[config.mk]
export PLATFORM = sky130hd
export DESIGN_NAME = scsi_dma_chan
export DESIGN_NICKNAME = d
export VERILOG_FILES = /design/src/rtl/scsi_dma_pkg.sv /design/src/rtl/dma_cmd_ctl.sv /design/src/rtl/dma_progress.sv /design/src/rtl/dma_status_reg.sv /design/src/rtl/scsi_dma_chan.sv
export SDC_FILE = /design/constraint.sdc
export NUM_CORES = 1
export LEC_CHECK = 0
export BUFFER_PORTS_ARGS = -buffer_cell sky130_fd_sc_hd__buf_2
export CAP_MARGIN = 20
export CORE_ASPECT_RATIO = 2
export CORE_MARGIN = 2
export CORE_UTILIZATION = 50
export CTS_BUF_LIST = sky130_fd_sc_hd__clkbuf_16
export DETAILED_ROUTE_END_ITERATION = 16
export PLACE_DENSITY = 0.69
export SYNTH_ARGS = -nofsm -noshare
export SYNTH_HDL_FRONTEND = slang
export SYNTH_SLANG_ARGS = --single-unit
[constraint.sdc]
create_clock -name clk -period 14.51 [get_ports clk]
set_input_delay 2.902 -clock clk [delete_from_list [all_inputs] [get_ports clk]]
set_output_delay 2.902 -clock clk [all_outputs]
set_load 0.05 [all_outputs]
[src/rtl/scsi_dma_pkg.sv]
package scsi_dma_pkg;
  localparam int IDX_W = 3;

  typedef enum logic [IDX_W-1:0] {
    IX_CMD   = 3'd0,
    IX_SCNT  = 3'd1,
    IX_SADR  = 3'd2,
    IX_WCNT  = 3'd3,
    IX_WADR  = 3'd4,
    IX_STAT  = 3'd5,
    IX_SDSC  = 3'd6,
    IX_WDSC  = 3'd7
  } reg_idx_e;

  typedef enum logic [1:0] {
    OP_IDLE  = 2'd0,
    OP_BLAST = 2'd1,
    OP_ABORT = 2'd2,
    OP_START = 2'd3
  } cmd_op_e;

  localparam int CMD_DIR_BIT = 7;

  localparam int ST_W       = 6;
  localparam int ST_ERR     = 1;
  localparam int ST_ABT     = 2;
  localparam int ST_DONE    = 3;
  localparam int ST_IRQ     = 4;
  localparam logic [ST_W-1:0] ST_STICKY = 6'b00_1110;
endpackage

[src/rtl/dma_cmd_ctl.sv]
module dma_cmd_ctl #(
  parameter int DATA_W = 32
) (
  input  logic              clk,
  input  logic              rst,
  input  logic              cmd_wr,
  input  logic [DATA_W-1:0] wdata,
  output logic [DATA_W-1:0] cmd_q,
  output logic              start_p,
  output logic              dir,
  output logic              chan_en,
  output logic              cancel_strobe
);
  import scsi_dma_pkg::*;

  cmd_op_e op;
  assign op      = cmd_op_e'(wdata[1:0]);
  assign start_p = cmd_wr && (op == OP_START);
  assign dir     = cmd_q[CMD_DIR_BIT];

  always_ff @(posedge clk) begin
    if (rst) begin
      cmd_q         <= '0;
      chan_en       <= 1'b0;
      cancel_strobe <= 1'b0;
    end else begin
      cancel_strobe <= cmd_wr && (op == OP_ABORT);
      if (cmd_wr) begin
        cmd_q <= wdata;
        case (op)
          OP_START: chan_en <= 1'b1;
          OP_IDLE:  chan_en <= 1'b0;
          default:  chan_en <= chan_en;
        endcase
      end
    end
  end
endmodule

[src/rtl/dma_progress.sv]
module dma_progress #(
  parameter int DATA_W = 32,
  parameter logic [DATA_W-1:0] WADR_RST = '1,
  parameter logic [DATA_W-1:0] WDSC_RST = {{(DATA_W-2){1'b1}}, 2'b01}
) (
  input  logic              clk,
  input  logic              rst,
  input  logic              start_p,
  input  logic              dir,
  input  logic [DATA_W-1:0] scnt,
  input  logic [DATA_W-1:0] sadr,
  input  logic [DATA_W-1:0] sdsc,
  input  logic              cmd_done,
  input  logic              xfer_valid,
  input  logic              xfer_dir,
  input  logic [DATA_W-1:0] xfer_len,
  output logic              xfer_ready,
  output logic [DATA_W-1:0] xfer_grant_len,
  output logic [DATA_W-1:0] wcnt,
  output logic [DATA_W-1:0] wadr,
  output logic [DATA_W-1:0] wdsc,
  output logic              done_set
);
  logic              accept;
  logic              match;
  logic [DATA_W-1:0] grant;
  logic [DATA_W-1:0] left;

  assign accept = xfer_valid && !xfer_ready;
  assign match  = (xfer_dir == dir);
  assign grant  = !match ? '0 : ((xfer_len < wcnt) ? xfer_len : wcnt);
  assign left   = wcnt - grant;

  assign done_set = !start_p &&
                    (cmd_done || (accept && match && (left == '0)));

  always_ff @(posedge clk) begin
    if (rst) begin
      wcnt           <= '0;
      wadr           <= WADR_RST;
      wdsc           <= WDSC_RST;
      xfer_ready     <= 1'b0;
      xfer_grant_len <= '0;
    end else begin
      xfer_ready     <= accept;
      xfer_grant_len <= accept ? grant : '0;
      if (start_p) begin
        wcnt <= scnt;
        wadr <= sadr;
        wdsc <= sdsc;
      end else if (cmd_done) begin
        wcnt <= '0;
      end else if (accept && match) begin
        wcnt <= left;
        wadr <= wadr + grant;
      end
    end
  end
endmodule

[src/rtl/dma_status_reg.sv]
module dma_status_reg
  import scsi_dma_pkg::*;
#(
  parameter int W = ST_W
) (
  input  logic         clk,
  input  logic         rst,
  input  logic         start_p,
  input  logic         stat_wr,
  input  logic         stat_rd,
  input  logic         clr_on_read,
  input  logic [W-1:0] wbits,
  input  logic         done_set,
  output logic [W-1:0] stat_q
);
  logic [W-1:0] nxt;

  always_comb begin
    nxt = stat_q;
    if (start_p) begin
      nxt = '0;
    end else begin
      if (stat_wr && !clr_on_read) nxt = nxt & ~(wbits & ST_STICKY);
      if (stat_rd && clr_on_read)  nxt = nxt & ~ST_STICKY;
      if (done_set)                nxt[ST_DONE] = 1'b1;
    end
  end

  always_ff @(posedge clk) begin
    if (rst) stat_q <= '0;
    else     stat_q <= nxt;
  end
endmodule

[src/rtl/scsi_dma_chan.sv]
module scsi_dma_chan #(
  parameter int DATA_W = 32,
  parameter int IDX_W  = 3,
  parameter logic [DATA_W-1:0] WADR_RST = '1,
  parameter logic [DATA_W-1:0] WDSC_RST = {{(DATA_W-2){1'b1}}, 2'b01}
) (
  input  logic              clk,
  input  logic              rst,
  input  logic              reg_wr_en,
  input  logic              reg_rd_en,
  input  logic [IDX_W-1:0]  reg_idx,
  input  logic [DATA_W-1:0] reg_wdata,
  output logic [DATA_W-1:0] reg_rdata,
  input  logic              clr_on_read,
  input  logic              core_irq,
  input  logic              cmd_done,
  input  logic              xfer_valid,
  input  logic              xfer_dir,
  input  logic [DATA_W-1:0] xfer_len,
  output logic              xfer_ready,
  output logic [DATA_W-1:0] xfer_grant_len,
  output logic              chan_en,
  output logic              cancel_strobe
);
  import scsi_dma_pkg::*;

  localparam int NREG = 1 << IDX_W;

  logic [DATA_W-1:0] cmd_q, scnt, sadr, sdsc, wcount, waddr, wdsc;
  logic [ST_W-1:0]   stat_q;
  logic              start_p, dir, done_set;
  logic [NREG-1:0]   wr_sel;
  logic [DATA_W-1:0] rd_view [NREG];

  for (genvar g = 0; g < NREG; g++) begin : g_sel
    assign wr_sel[g] = reg_wr_en && (reg_idx == IDX_W'(g));
  end

  always_ff @(posedge clk) begin
    if (rst) begin
      scnt <= '0;
      sadr <= '0;
      sdsc <= '0;
    end else begin
      if (wr_sel[IX_SCNT]) scnt <= reg_wdata;
      if (wr_sel[IX_SADR]) sadr <= reg_wdata;
      if (wr_sel[IX_SDSC]) sdsc <= reg_wdata;
    end
  end

  dma_cmd_ctl #(.DATA_W(DATA_W)) u_cmd (
    .clk           (clk),
    .rst           (rst),
    .cmd_wr        (wr_sel[IX_CMD]),
    .wdata         (reg_wdata),
    .cmd_q         (cmd_q),
    .start_p       (start_p),
    .dir           (dir),
    .chan_en       (chan_en),
    .cancel_strobe (cancel_strobe)
  );

  dma_progress #(
    .DATA_W   (DATA_W),
    .WADR_RST (WADR_RST),
    .WDSC_RST (WDSC_RST)
  ) u_prog (
    .clk            (clk),
    .rst            (rst),
    .start_p        (start_p),
    .dir            (dir),
    .scnt           (scnt),
    .sadr           (sadr),
    .sdsc           (sdsc),
    .cmd_done       (cmd_done),
    .xfer_valid     (xfer_valid),
    .xfer_dir       (xfer_dir),
    .xfer_len       (xfer_len),
    .xfer_ready     (xfer_ready),
    .xfer_grant_len (xfer_grant_len),
    .wcnt           (wcount),
    .wadr           (waddr),
    .wdsc           (wdsc),
    .done_set       (done_set)
  );

  dma_status_reg #(.W(ST_W)) u_stat (
    .clk         (clk),
    .rst         (rst),
    .start_p     (start_p),
    .stat_wr     (wr_sel[IX_STAT]),
    .stat_rd     (reg_rd_en && (reg_idx == IX_STAT)),
    .clr_on_read (clr_on_read),
    .wbits       (reg_wdata[ST_W-1:0]),
    .done_set    (done_set),
    .stat_q      (stat_q)
  );

  always_comb begin
    rd_view[IX_CMD]  = cmd_q;
    rd_view[IX_SCNT] = scnt;
    rd_view[IX_SADR] = sadr;
    rd_view[IX_WCNT] = wcount;
    rd_view[IX_WADR] = waddr;
    rd_view[IX_STAT] = DATA_W'(stat_q | (ST_W'(core_irq) << ST_IRQ));
    rd_view[IX_SDSC] = sdsc;
    rd_view[IX_WDSC] = wdsc;
  end

  always_ff @(posedge clk) begin
    if (rst)            reg_rdata <= '0;
    else if (reg_rd_en) reg_rdata <= rd_view[reg_idx];
  end
endmodule

* Word-level counts from Yosys, hierarchy flattened
Index checks and enable logic that the tools add are counted.
** Word-level totals
- Register bits :: 297
- Input bits :: 76
- Output and inout port bits :: 67
- Word-level logic and storage cells :: 77
** Operators by class
- Add/subtract/negate cells :: 2
- Magnitude comparators :: 2
- Equal/unequal tests :: 8
- Multiplexer cells :: 15
- Bitwise operators :: 5
- Reductions and logical operators :: 30
** Operators with widths (number)
- 32-bit two-way mux :: 10
- 32-bit binary-select mux with 3-bit select :: 1
- 32-bit adder :: 1
- 32-bit zero test :: 1
- 32-bit < comparator :: 1
- 32-bit subtractor :: 1
- 1-bit logical AND :: 14
- 6-bit AND :: 1
- 3-bit equality test, second input constant :: 2
- 6-bit two-way mux :: 1
- 4-bit NOT with 6-bit output :: 1
- 6-bit by 5-bit OR with 6-bit output :: 1
- 3-bit nonzero test :: 2
- 2-bit equality test, second input constant :: 2
- 4-bit greater-or-equal comparator, second input constant :: 1
- 4-bit two-way mux :: 1
- 3-bit NOT with 4-bit output :: 1
- 2-bit AND reduction :: 2
- 2-bit nonzero test :: 2
- 2-bit OR reduction :: 2
- 3-bit by 1-bit equality test with 1-bit output, second input constant :: 1
- 3-bit by 2-bit equality test with 1-bit output, second input constant :: 1
- 1-bit zero test :: 3
- 3-bit zero test :: 1
- 8 further kinds :: 8

* Logic depth before layout (Yosys ltp)
Gate-level depths: netlist of run 1.
- Depth in word-level cells :: 9
- Gate-level depth with buffers :: 25
- Gate-level depth less buffers :: 23

* Cells and area by module
Synthesis of run 1 repeated with hierarchy kept, for this count alone.
** Unflattened totals
- Cells, all modules :: 2112
- Area, all modules :: 17235.3 um^2
** By module, submodules not included
- dma_progress :: times used 1, cells each 1237, area an instance 9590.4 um^2, sequential area each 2582.5 um^2
- scsi_dma_chan :: times used 1, cells each 741, area an instance 6185.9 um^2, sequential area each 2562.5 um^2
- dma_cmd_ctl :: times used 1, cells each 119, area an instance 1310.0 um^2, sequential area each 680.7 um^2
- dma_status_reg :: times used 1, cells each 15, area an instance 148.9 um^2, sequential area each 60.1 um^2

* Worst setup path after synthesis of run 1
No wires, ideal clock.
- Kind :: input port to flip-flop
- From :: input xfer_len[18]
- To :: register u_prog.wadr[31]
- Library setup time :: 128 ps
- Data arrival time :: 7483 ps
- Required time :: 14382 ps
- Slack :: 6898 ps
- Cell stages on the path :: 23
- Path buffers :: 2
- Cells stage by stage :: ha_1 -> a21o_1 -> a2111oi_2 -> a21oi_1 -> o21ai_1 -> o221ai_1 -> or2_1 -> buf_2 -> buf_2 -> mux2i_1 -> or2_2 -> inv_1 -> ha_1 -> a211oi_1 -> o21bai_1 -> or3_1 -> a311oi_4 -> o21ai_2 -> o41ai_4 -> o21ai_1 -> xnor2_1 -> a2111oi_2 -> nor3_1
** Between the ends
- Longest elaborated chain between the ends :: 7
** Ends and longest elaborated chain
- start: declaration :: line scsi_dma_chan.sv:19 : input logic [DATA_W-1:0] xfer_len,
- 32-bit < comparator :: line dma_progress.sv:31 : assign grant = !match ? '0 : ((xfer_len < wcnt) ? xfer_len : wcnt);
- 32-bit two-way mux (2 in a row) :: line dma_progress.sv:31
- named net u_prog.grant[1] :: line dma_progress.sv:26 : logic [DATA_W-1:0] grant;
- 32-bit adder :: line dma_progress.sv:55 : wadr <= wadr + grant;
- 32-bit two-way mux :: line dma_progress.sv:53 : end else if (accept && match) begin
- 32-bit two-way mux :: line dma_progress.sv:51 : end else if (cmd_done) begin
- 32-bit two-way mux :: line dma_progress.sv:47 : if (start_p) begin
- end signal: assignment :: line dma_progress.sv:49 : wadr <= sadr;
- end signal: assignment :: line dma_progress.sv:55
- end: declaration :: line dma_progress.sv:20 : output logic [DATA_W-1:0] wadr,
The timed path passes the listed nets, and every way through them passes these cells. The select of a mux whose other input is x is not followed.
A chain may end at the register's enable or synchronous reset.

* Worst setup path in the final report of run 1
- From :: input xfer_len[2]
- To :: register u_stat.stat_q[3]
** Between the ends
- Longest elaborated chain between the ends :: 9
- Elaborated cells between the ends (all ways) :: 10
- Those cells by class :: add/sub (1); order compare (1); mux (3); reduce/logical (5)
** Ends and longest elaborated chain
- 32-bit < comparator :: line dma_progress.sv:31
- 32-bit two-way mux * (2 in a row) :: line dma_progress.sv:31
- 32-bit subtractor * :: line dma_progress.sv:32 : assign left = wcnt - grant;
- 32-bit zero test * :: line dma_progress.sv:35 : (cmd_done || (accept && match && (left == '0)));
- 1-bit logical AND * :: line dma_progress.sv:35
- 1-bit logical OR * :: line dma_progress.sv:35
- 1-bit logical AND * :: line dma_progress.sv:34 : assign done_set = !start_p &&
- 3-bit nonzero test (no source line) or 1-bit two-way mux (tied branches)
- end signal: assignment :: line dma_status_reg.sv:31 : else stat_q <= nxt;
- end: declaration :: line dma_status_reg.sv:14 : output logic [W-1:0] stat_q
Every way passes the cells marked *; elsewhere a longest branch is shown, timed or not.

==> results.toml, run 1 <==
[synthesis]
async_reset_ff_frac = 0
synth.cell_area_sq_um = 16800
synth_top_flop_cell = "dfxtp_1"
synth_common_cells = "nand2_1 (428), dfxtp_1 (294), a21oi_1 (205)"
yosysSeqAreaShare = 0.351
synth_top_area_share = 0.351
yosysWarnings = 0
ys_types = 75
ys_ff_latch = 294
yosys-top-cells-area = "dfxtp_1 (35%), nand2_1 (9.6%), ha_1 (7.2%)"
syn_nets = 2224
synth_area_leader_cell = "dfxtp_1"
avgSynthCellArea_sq_um = 8.19
synth_edf_count = 0
synth_cells = 2049
synth_most_common_cell = "nand2_1"

[clock_tree]
clock_path_buffers = 3
cts_buffers = 27
root_buffer = "clkbuf_16"
htree_levels = 1
clkSlewWorstSetupHoldPaths_ps = 70
clock_latency_ps = 560
cts_sinks = 294
cts_tree = "yes"
cts_setup_buffers = 0
cts_resized = 0
cts-hold-fix-buffers = 0

[run]
max-cap-violations = 0

[floorplan]
ios = 143
die_h_um = 263
die_area_sq_um = 35100
initial_utilization = 0.503
dieWidth_um = 134
core.rowCount = 95
core_sq_um = 33400

[hold_path]
hold_depth = 2
hold_path.class = "reg -> reg"
hp-start = "u_stat.stat_q[2]"

[timing]
setup-tns-final_ps = 0
fin_crit_ps = 8520
setup_viol = 0
period_share = 0.587
hold_violations = 0
rsz0062_at_grt = "no"
slew_viol_final = 0
max_freq_mhz = 117
worst_pin_slew_ps = 1130
slew_headroom = 0.245
fin_skew_ps = 9.92

[worst_setup_path]
reg2regPathDepth = 22
critPathCaptureType = "register"
critPathKind = "in -> reg"
crit_start = "xfer_len[2]"
required_ps = 14970
cp-start-kind = "primary input"
rr_startpoint = "u_prog.wcnt[6]"
crit_path_max_fanout = 31
arrival_ps = 8980

[global_route]
overflow = 0
grt_antenna_before_repair = 0
grt_use_total = 0.306
grt_pass1_vias = 15221
grt_max_degree = 124
grt_pass1_wl_um = 85100

[route]
wirelength_um = 54500
drt_iter0_drc = 1268
viasPerCell = 6.02
drc = 0
ant_nets = 0
dr.pass1.iters = 5
wl_per_cell_um = 21.3
vias = 15397

[cells_and_area]
final_util = 0.560
drive_gt1_frac = 0.141
fillers = 3116
syn_to_final_growth_pct = 11.3
finalNetCount = 2278
num_antenna_cells = 0

[pwr]
powerDensity_nw_per_um2 = 124
power_mw = 2.33
vdd_drop_max_mv = 0.0948
power.leakage_nw = 7.82

[status]
status = "completed"

[placed_design]
port-buffer-count = 142
post-dp-hpwl_um = 39800
routabilityCongestion = 1.00
-- state kept, by name (all words and copies together), names as in the netlist --
register	flops
reg_rdata	32
sadr	32
scnt	32
sdsc	32
u_cmd.cancel_strobe	1
u_cmd.chan_en	1
u_cmd.cmd_q	32
u_prog.wadr	32
u_prog.wcnt	32
u_prog.wdsc	32
u_prog.xfer_grant_len	32
u_prog.xfer_ready	1
u_stat.stat_q	3
-- per-layer routing --
metal	vias to the layer above	wire (um)	part of all wire	global-route usage
met1	7362	22000	0.40	0.377
met4	0	2720	0.050	0.146
met3	155	2860	0.053	0.0293
met2	564	26900	0.49	0.532
li1	7316	-	-	-
met5	-	0	0	0
-- through the flow --
stage / setup slack [ps] / instance area (sq um) / std cells / hold slack (ps)
CTS: 6010 / 18700 / 2558 / 434
floorplan: 6900 / 16800 / 2049 / 406
global placement: 5550 / 17700 / 2510 / 416
finish: 5990 / 18700 / 2558 / 442
detailed placement: 5470 / 17700 / 2510 / 424
global route: 5710 / 18700 / 2558 / 449
-- worst paths after layout --
kind | slack, ps | endpoint
worst max-delay path | 5990 | u_stat.stat_q[3]
worst min-delay path | 440 | u_stat.stat_q[2]
worst max register to register | 7920 | u_stat.stat_q[3]
worst min register to register | 440 | u_stat.stat_q[2]
-- where the power goes --
group          internal, mW  total (mW)  switching [mW]
clock                 0.468       0.809           0.341
sequential            0.836       0.867          0.0308
combinational         0.245       0.651           0.406
-- layout make-up --
| cell class | count | area, sq um | area share |
|---|---|---|---|
| well taps | 436 | 546 | 0.0292 |
| inverters | 82 | 308 | 0.0165 |
| clock buffers | 27 | 676 | 0.0361 |
| repair buffers | 160 | 857 | 0.0459 |
| clock inverters | 21 | 302 | 0.0161 |
| flip-flops and latches | 294 | 5890 | 0.315 |
| multi-input cells | 1538 | 10100 | 0.541 |
-- critical path: stages --
cell and delay (ps):
buf_2 110, ha_1 300, a21o_1 180, a31oi_1 140, o21ai_1 160, a311oi_1 580
o221ai_1 250, or2_2 360, buf_4 330, mux2i_1 180, or2_2 320, ha_1 350
nand3_1 270, nor2_1 110, a21oi_1 400, a21oi_1 250, a211oi_1 470, xor2_1 370
nand4_1 240, nor4_1 330, nand4_1 150, o41ai_2 210
-- placed cells by master, fill, tap and decap left out, types with 7 or more instances in the layout --
master,synthesis,layout
inv_1,82,83
nand4_1,16,16
a211oi_1,49,49
nand2b_1,16,16
o21a_1,16,16
or2_2,34,35
mux4_2,36,36
clkbuf_16,0,27
ha_1,97,97
nand3b_1,33,33
o211ai_1,9,9
a22oi_1,7,7
dfxtp_1,294,294
a221oi_1,43,43
nor2_1,120,116
a21oi_1,205,205
o21bai_1,7,7
buf_2,13,139
o21ai_1,7,7
o21ai_0,103,103
nand2_1,428,428
bufinv_16,0,7
nand3_1,16,15
and3_1,9,9
a21o_1,35,35
mux2i_1,91,91
nor3_1,20,20
xnor2_1,26,26
xor2_1,26,25
buf_4,0,20
nor2b_1,9,9
-- cells by family after synthesis --
group                      count (synthesis)  share of synthesized area
and+or+nand+nor                          727                      0.190
buffers and inverters                    217                     0.0499
xor gates and xnor gates                  52                     0.0271
adders and majority gates                 99                     0.0747
AOI/OAI and AO/OA                        531                      0.203
DFF                                      294                      0.351
muxes                                    129                      0.105
(Power assumes the default switching activity.)
==> run 2, diff against run 1 <==
- clock period: 14.51 -> 8.8 ns (I/O delays scaled with it)
==> run 2 against run 1 <==
Clock skew rose by 1.2 ps. Final area down 0.48%. Utilization decreased by 0.27 points. Critical path type unchanged.
==> results.toml, run 2 (synthesized netlist as in run 1, its figures left out) <==
[worst_setup_path]
slowest_delay_ps = 550
path_cells = "buf_2 -> ha_1 -> a21oi_1 -> and3_1 -> o21ai_1 -> a311oi_1 -> o221ai_1 -> or2_2 -> mux2i_1 -> or2_2 -> ha_1 -> nand3_1 -> a21oi_1 -> a21oi_1 -> a21oi_1 -> a211oi_1 -> xor2_1 -> nand4_1 -> nor4_1 -> nand4_1 -> o41ai_2"
arrival_ps = 7650
required_ps = 9260
critPathCaptureType = "register"
crit_family = "compound AO/OA/AOI/OAI gates"
critPathBufInv = 1
critPathKind = "in -> reg"
cp-start-kind = "primary input"
crit_slowest_cell = "or2_2"
cpMostUsedCell = "a21oi_1"
crit_path_max_fanout = 14

[floorplan]
ios = 143
core_sq_um = 33400
core.rowCount = 95
initial_utilization = 0.503
dieWidth_um = 134
die_h_um = 263
die_area_sq_um = 35100

[route]
vias = 15373
wirelength_um = 53400
wl_per_cell_um = 20.9
dr.pass1.iters = 5
highest_layer = "met4"
viasPerCell = 6.01
ant_nets = 0
met1_length_um = 21200
drc = 0
drt_iter0_drc = 1318
wl_met2_um = 26800
wl_met3_um = 3330

[clock_tree]
cts_buffers = 27
cts_tree = "yes"
clkSlewWorstSetupHoldPaths_ps = 70
htree_levels = 1
cts_sinks = 294
cts_resized = 0
root_buffer = "clkbuf_16"
clock_latency_ps = 550
cts-hold-fix-buffers = 0
cts_setup_buffers = 0
clock_path_buffers = 3

[cells_and_area]
finalNetCount = 2279
drive_gt1_frac = 0.139
stdcell_count = 2559
layout_commonest_cell = "nand2_1"
final_util = 0.557
final_cell_mix = "nand2_1 (428), dfxtp_1 (294), a21oi_1 (205), buf_2 (139), nor2_1 (116)"
syn_to_final_growth_pct = 10.8
stdcell_area_sq_um = 18600
num_antenna_cells = 0

[hold_path]
hold_path.class = "reg -> reg"

[timing]
layout_setup_ws_ps = 1610
slew_headroom = 0.298
setup-tns-final_ps = 0
fin_crit_ps = 7190
hold_violations = 0
hold-worst-slack_ps = 434
worst_pin_slew_ps = 1050
rsz0062_at_grt = "no"
period_share = 0.817
setup_viol = 0
slew_viol_final = 0
max_freq_mhz = 139
fin_skew_ps = 11.1

[global_route]
grt_use_total = 0.298
grt_antenna_before_repair = 0
grt_max_degree = 124
grt_pass1_vias = 15035
overflow = 0
grt_pass1_wl_um = 83000

[pwr]
powerDensity_nw_per_um2 = 197
power_mw = 3.67
power.leakage_nw = 7.79
vdd_drop_max_mv = 0.163

[status]
status = "completed"

[run]
max-cap-violations = 0

[placed_design]
place_ws_ps = 1050
post-dp-hpwl_um = 39200
place_area_sq_um = 17700
port-buffer-count = 142
dp.cells = 2510
routabilityCongestion = 1.03
run 2: cell count changes in the layout (fill, tap and decap cells not counted), moves of 2 or more:
cell       change
inv_6          -3
bufinv_16      -4
inv_1          +3
clkinv_4       +2
clkinv_1       +2
run 2: worst paths after layout:
check             slack, ps               end  cells past startpoint              from
hold reg to reg         430  u_stat.stat_q[2]                      2  u_stat.stat_q[2]
setup reg to reg       2400  u_stat.stat_q[3]                     21    u_prog.wcnt[6]
setup / recovery       1610  u_stat.stat_q[3]                     21       xfer_len[6]
hold / removal          430  u_stat.stat_q[2]                      2  u_stat.stat_q[2]
run 2: area by class of cell:
cell class	count	area, sq um
fill	3160	14800
tap	436	546
multi-input combinational	1538	10100
clock buffer	27	676
clock inverter	21	185
timing repair buffer	161	885
sequential	294	5890
inverter	82	308
run 2: tightest hold or removal path: cells and delay by family (launching register included):
| kind | cells | cell delay [ps] |
|---|---|---|
| and+or+nand+nor | 2 | 80 |
| DFF | 1 | 310 |
run 2: routing by layer:
layer	GRT usage	up-vias
met5	0	-
met1	0.369	7288
met4	0.115	0
li1	-	7317
met3	0.0289	123
met2	0.529	645
run 2: power by group:
part | leakage (nW) | internal [mW] | total, mW | switching, mW
combinational | 4.97 | 0.405 | 1.07 | 0.663
clock | 0.433 | 0.647 | 1.18 | 0.529
sequential | 2.39 | 1.38 | 1.43 | 0.0494
total | 7.79 | 2.43 | 3.67 | 1.24
==> run 3, diff against run 2 <==
- PLACE_DENSITY: 0.69 -> 0.71
- clock period: 8.8 -> 5.9 ns (I/O delays scaled with it)
==> run 3 against run 2 <==
Register-to-register slack got worse by 1900 ps. First-iteration DRC count increased by 4.6%. Global-route usage increased by 1.1 points. Wire length increased by 3.5%. Non-clock buffer count increased by 205. Total power increased by 63%. Final area increased by 9.0%. Sequential share of layout area decreased by 2.6 points. Highest routed layer unchanged.
==> results.toml, run 3 (synthesized netlist as in run 1, its figures left out) <==
[status]
status = "completed"

[timing]
setup_viol = 0
fin_skew_ps = 26.3
hold-worst-slack_ps = 433
slew_headroom = 0.277
max_freq_mhz = 176
slew_viol_final = 0
period_share = 0.962
setup-tns-final_ps = 0
hold_violations = 0
worst_pin_slew_ps = 1070
layout_setup_ws_ps = 223
fin_crit_ps = 5680

[clock_tree]
clock_path_buffers = 3
clkSlewWorstSetupHoldPaths_ps = 70
cts_buffers = 27
cts_tree = "yes"
clock_latency_ps = 580
cts_sinks = 294
root_buffer = "clkbuf_16"
htree_levels = 1

[cells_and_area]
num_antenna_cells = 0
layout_commonest_cell = "nand2_1"
stdcell_count = 2766
finalNetCount = 2484
final_cell_mix = "nand2_1 (428), dfxtp_1 (294), buf_4 (224), a21oi_1 (203), buf_2 (139)"
syn_to_final_growth_pct = 20.7
drive_gt1_frac = 0.223

[route]
viasPerCell = 5.86
drc = 0
dr.pass1.iters = 7
ant_nets = 0
wirelength_um = 55200
vias = 16206
wl_per_cell_um = 20.0
drt_iter0_drc = 1379

[worst_setup_path]
critPathKind = "in -> reg"
r2r-end = "u_stat.stat_q[3]"
reg2regPathDepth = 23
cp-start-kind = "primary input"
critPathCaptureType = "register"
arrival_ps = 6140
r2r_slack_ps = 470
rr_startpoint = "u_prog.wcnt[2]"
crit_path_max_fanout = 7
required_ps = 6370

[global_route]
grt_max_degree = 98
grt_pass1_vias = 16375
grt_antenna_before_repair = 0
grt_use_total = 0.309
overflow = 0
grt_pass1_wl_um = 87000

[placed_design]
post-dp-hpwl_um = 40900
dp.cells = 2712
port-buffer-count = 142
routabilityCongestion = 0.965
place_ws_ps = -675

[floorplan]
core_sq_um = 33400
die_h_um = 263
dieWidth_um = 134
ios = 143
core.rowCount = 95
initial_utilization = 0.503
die_area_sq_um = 35100

[hold_path]
hp-start = "u_stat.stat_q[2]"
hold_path_end = "u_stat.stat_q[2]"
hold_depth = 2
hold_path.class = "reg -> reg"

[pwr]
powerDensity_nw_per_um2 = 295
power.leakage_nw = 8.78
vdd_drop_max_mv = 0.248

[run]
max-cap-violations = 0
run 3: changes by cell type in the layout (fill, tap and decap cells not counted), sizes merged:
cell / previous run / this run
buf: 161 / 366
bufinv: 3 / 4
clkinv: 12 / 11
clkinvlp: 2 / 3
inv: 86 / 87
run 3: how the worst max path moves through the flow:
stage | from | to | slack, ps | cells past startpoint
4_1_cts | xfer_len[6] | u_stat.stat_q[3] | 30 | 22
3_3_place_gp | xfer_len[2] | u_stat.stat_q[3] | -560 | 23
2_1_floorplan | xfer_len[18] | u_prog.wadr[31] | 10 | 23
3_5_place_dp | xfer_len[6] | u_stat.stat_q[3] | -670 | 24
6_report | xfer_len[18] | u_stat.stat_q[3] | 220 | 23
5_1_grt | xfer_len[18] | u_prog.wcnt[30] | -20 | 25
run 3: critical path, stage by stage:
cell       delay [ps]
buf_2             120
ha_1              310
a21o_1            200
a2111oi_2         350
a21oi_1           130
o21ai_1           170
o221ai_1          150
or2_4             330
buf_4             170
mux2i_1           100
or2_2             290
ha_1              380
and3_1            230
a221oi_4           80
buf_4             160
or4_1             450
nand3_1           180
o21ai_1           110
xor2_1            240
o21ai_0           170
nor4_2            260
nand4_1           160
o41ai_2           210
run 3: cell type report:
class	count	area (sq um)
fill	2994	13100
multi-input combinational	1538	10200
sequential	294	5890
timing repair buffer	366	2410
clock buffer	27	676
tap	436	546
inverter	82	308
clock inverter	23	238
run 3: repair_timing:
action                                  4_1_cts  5_1_grt
setup buffers                                 0        4
endpoints found under the setup margin        2       22
gates resized for setup                       2       22
hold buffers                                  0        0
pin swaps                                     0        5
endpoints found under the hold margin         0        0
run 3: report_power, final:
group / total, mW / switching, mW / internal, mW
sequential: 2.13 / 0.0715 / 2.06
combinational: 1.99 / 1.07 / 0.915
clock: 1.87 / 0.847 / 1.02
run 3: layer usage:
layer  routed length, um  global-route usage
met5                   0                   0
met3                3430              0.0347
met2               26800               0.530
met4                2880               0.154
met1               22100               0.383
run 3: stage by stage:
stage | total power, mW | util | cell area, sq um
floorplan | 3.31 | - | 16800
global route | 6.24 | 0.607 | 20300
detailed placement | 4.09 | 0.576 | 19200
CTS | 5.94 | 0.603 | 20100
finish | 5.98 | 0.607 | 20300
global placement | 4.06 | 0.576 | 19200
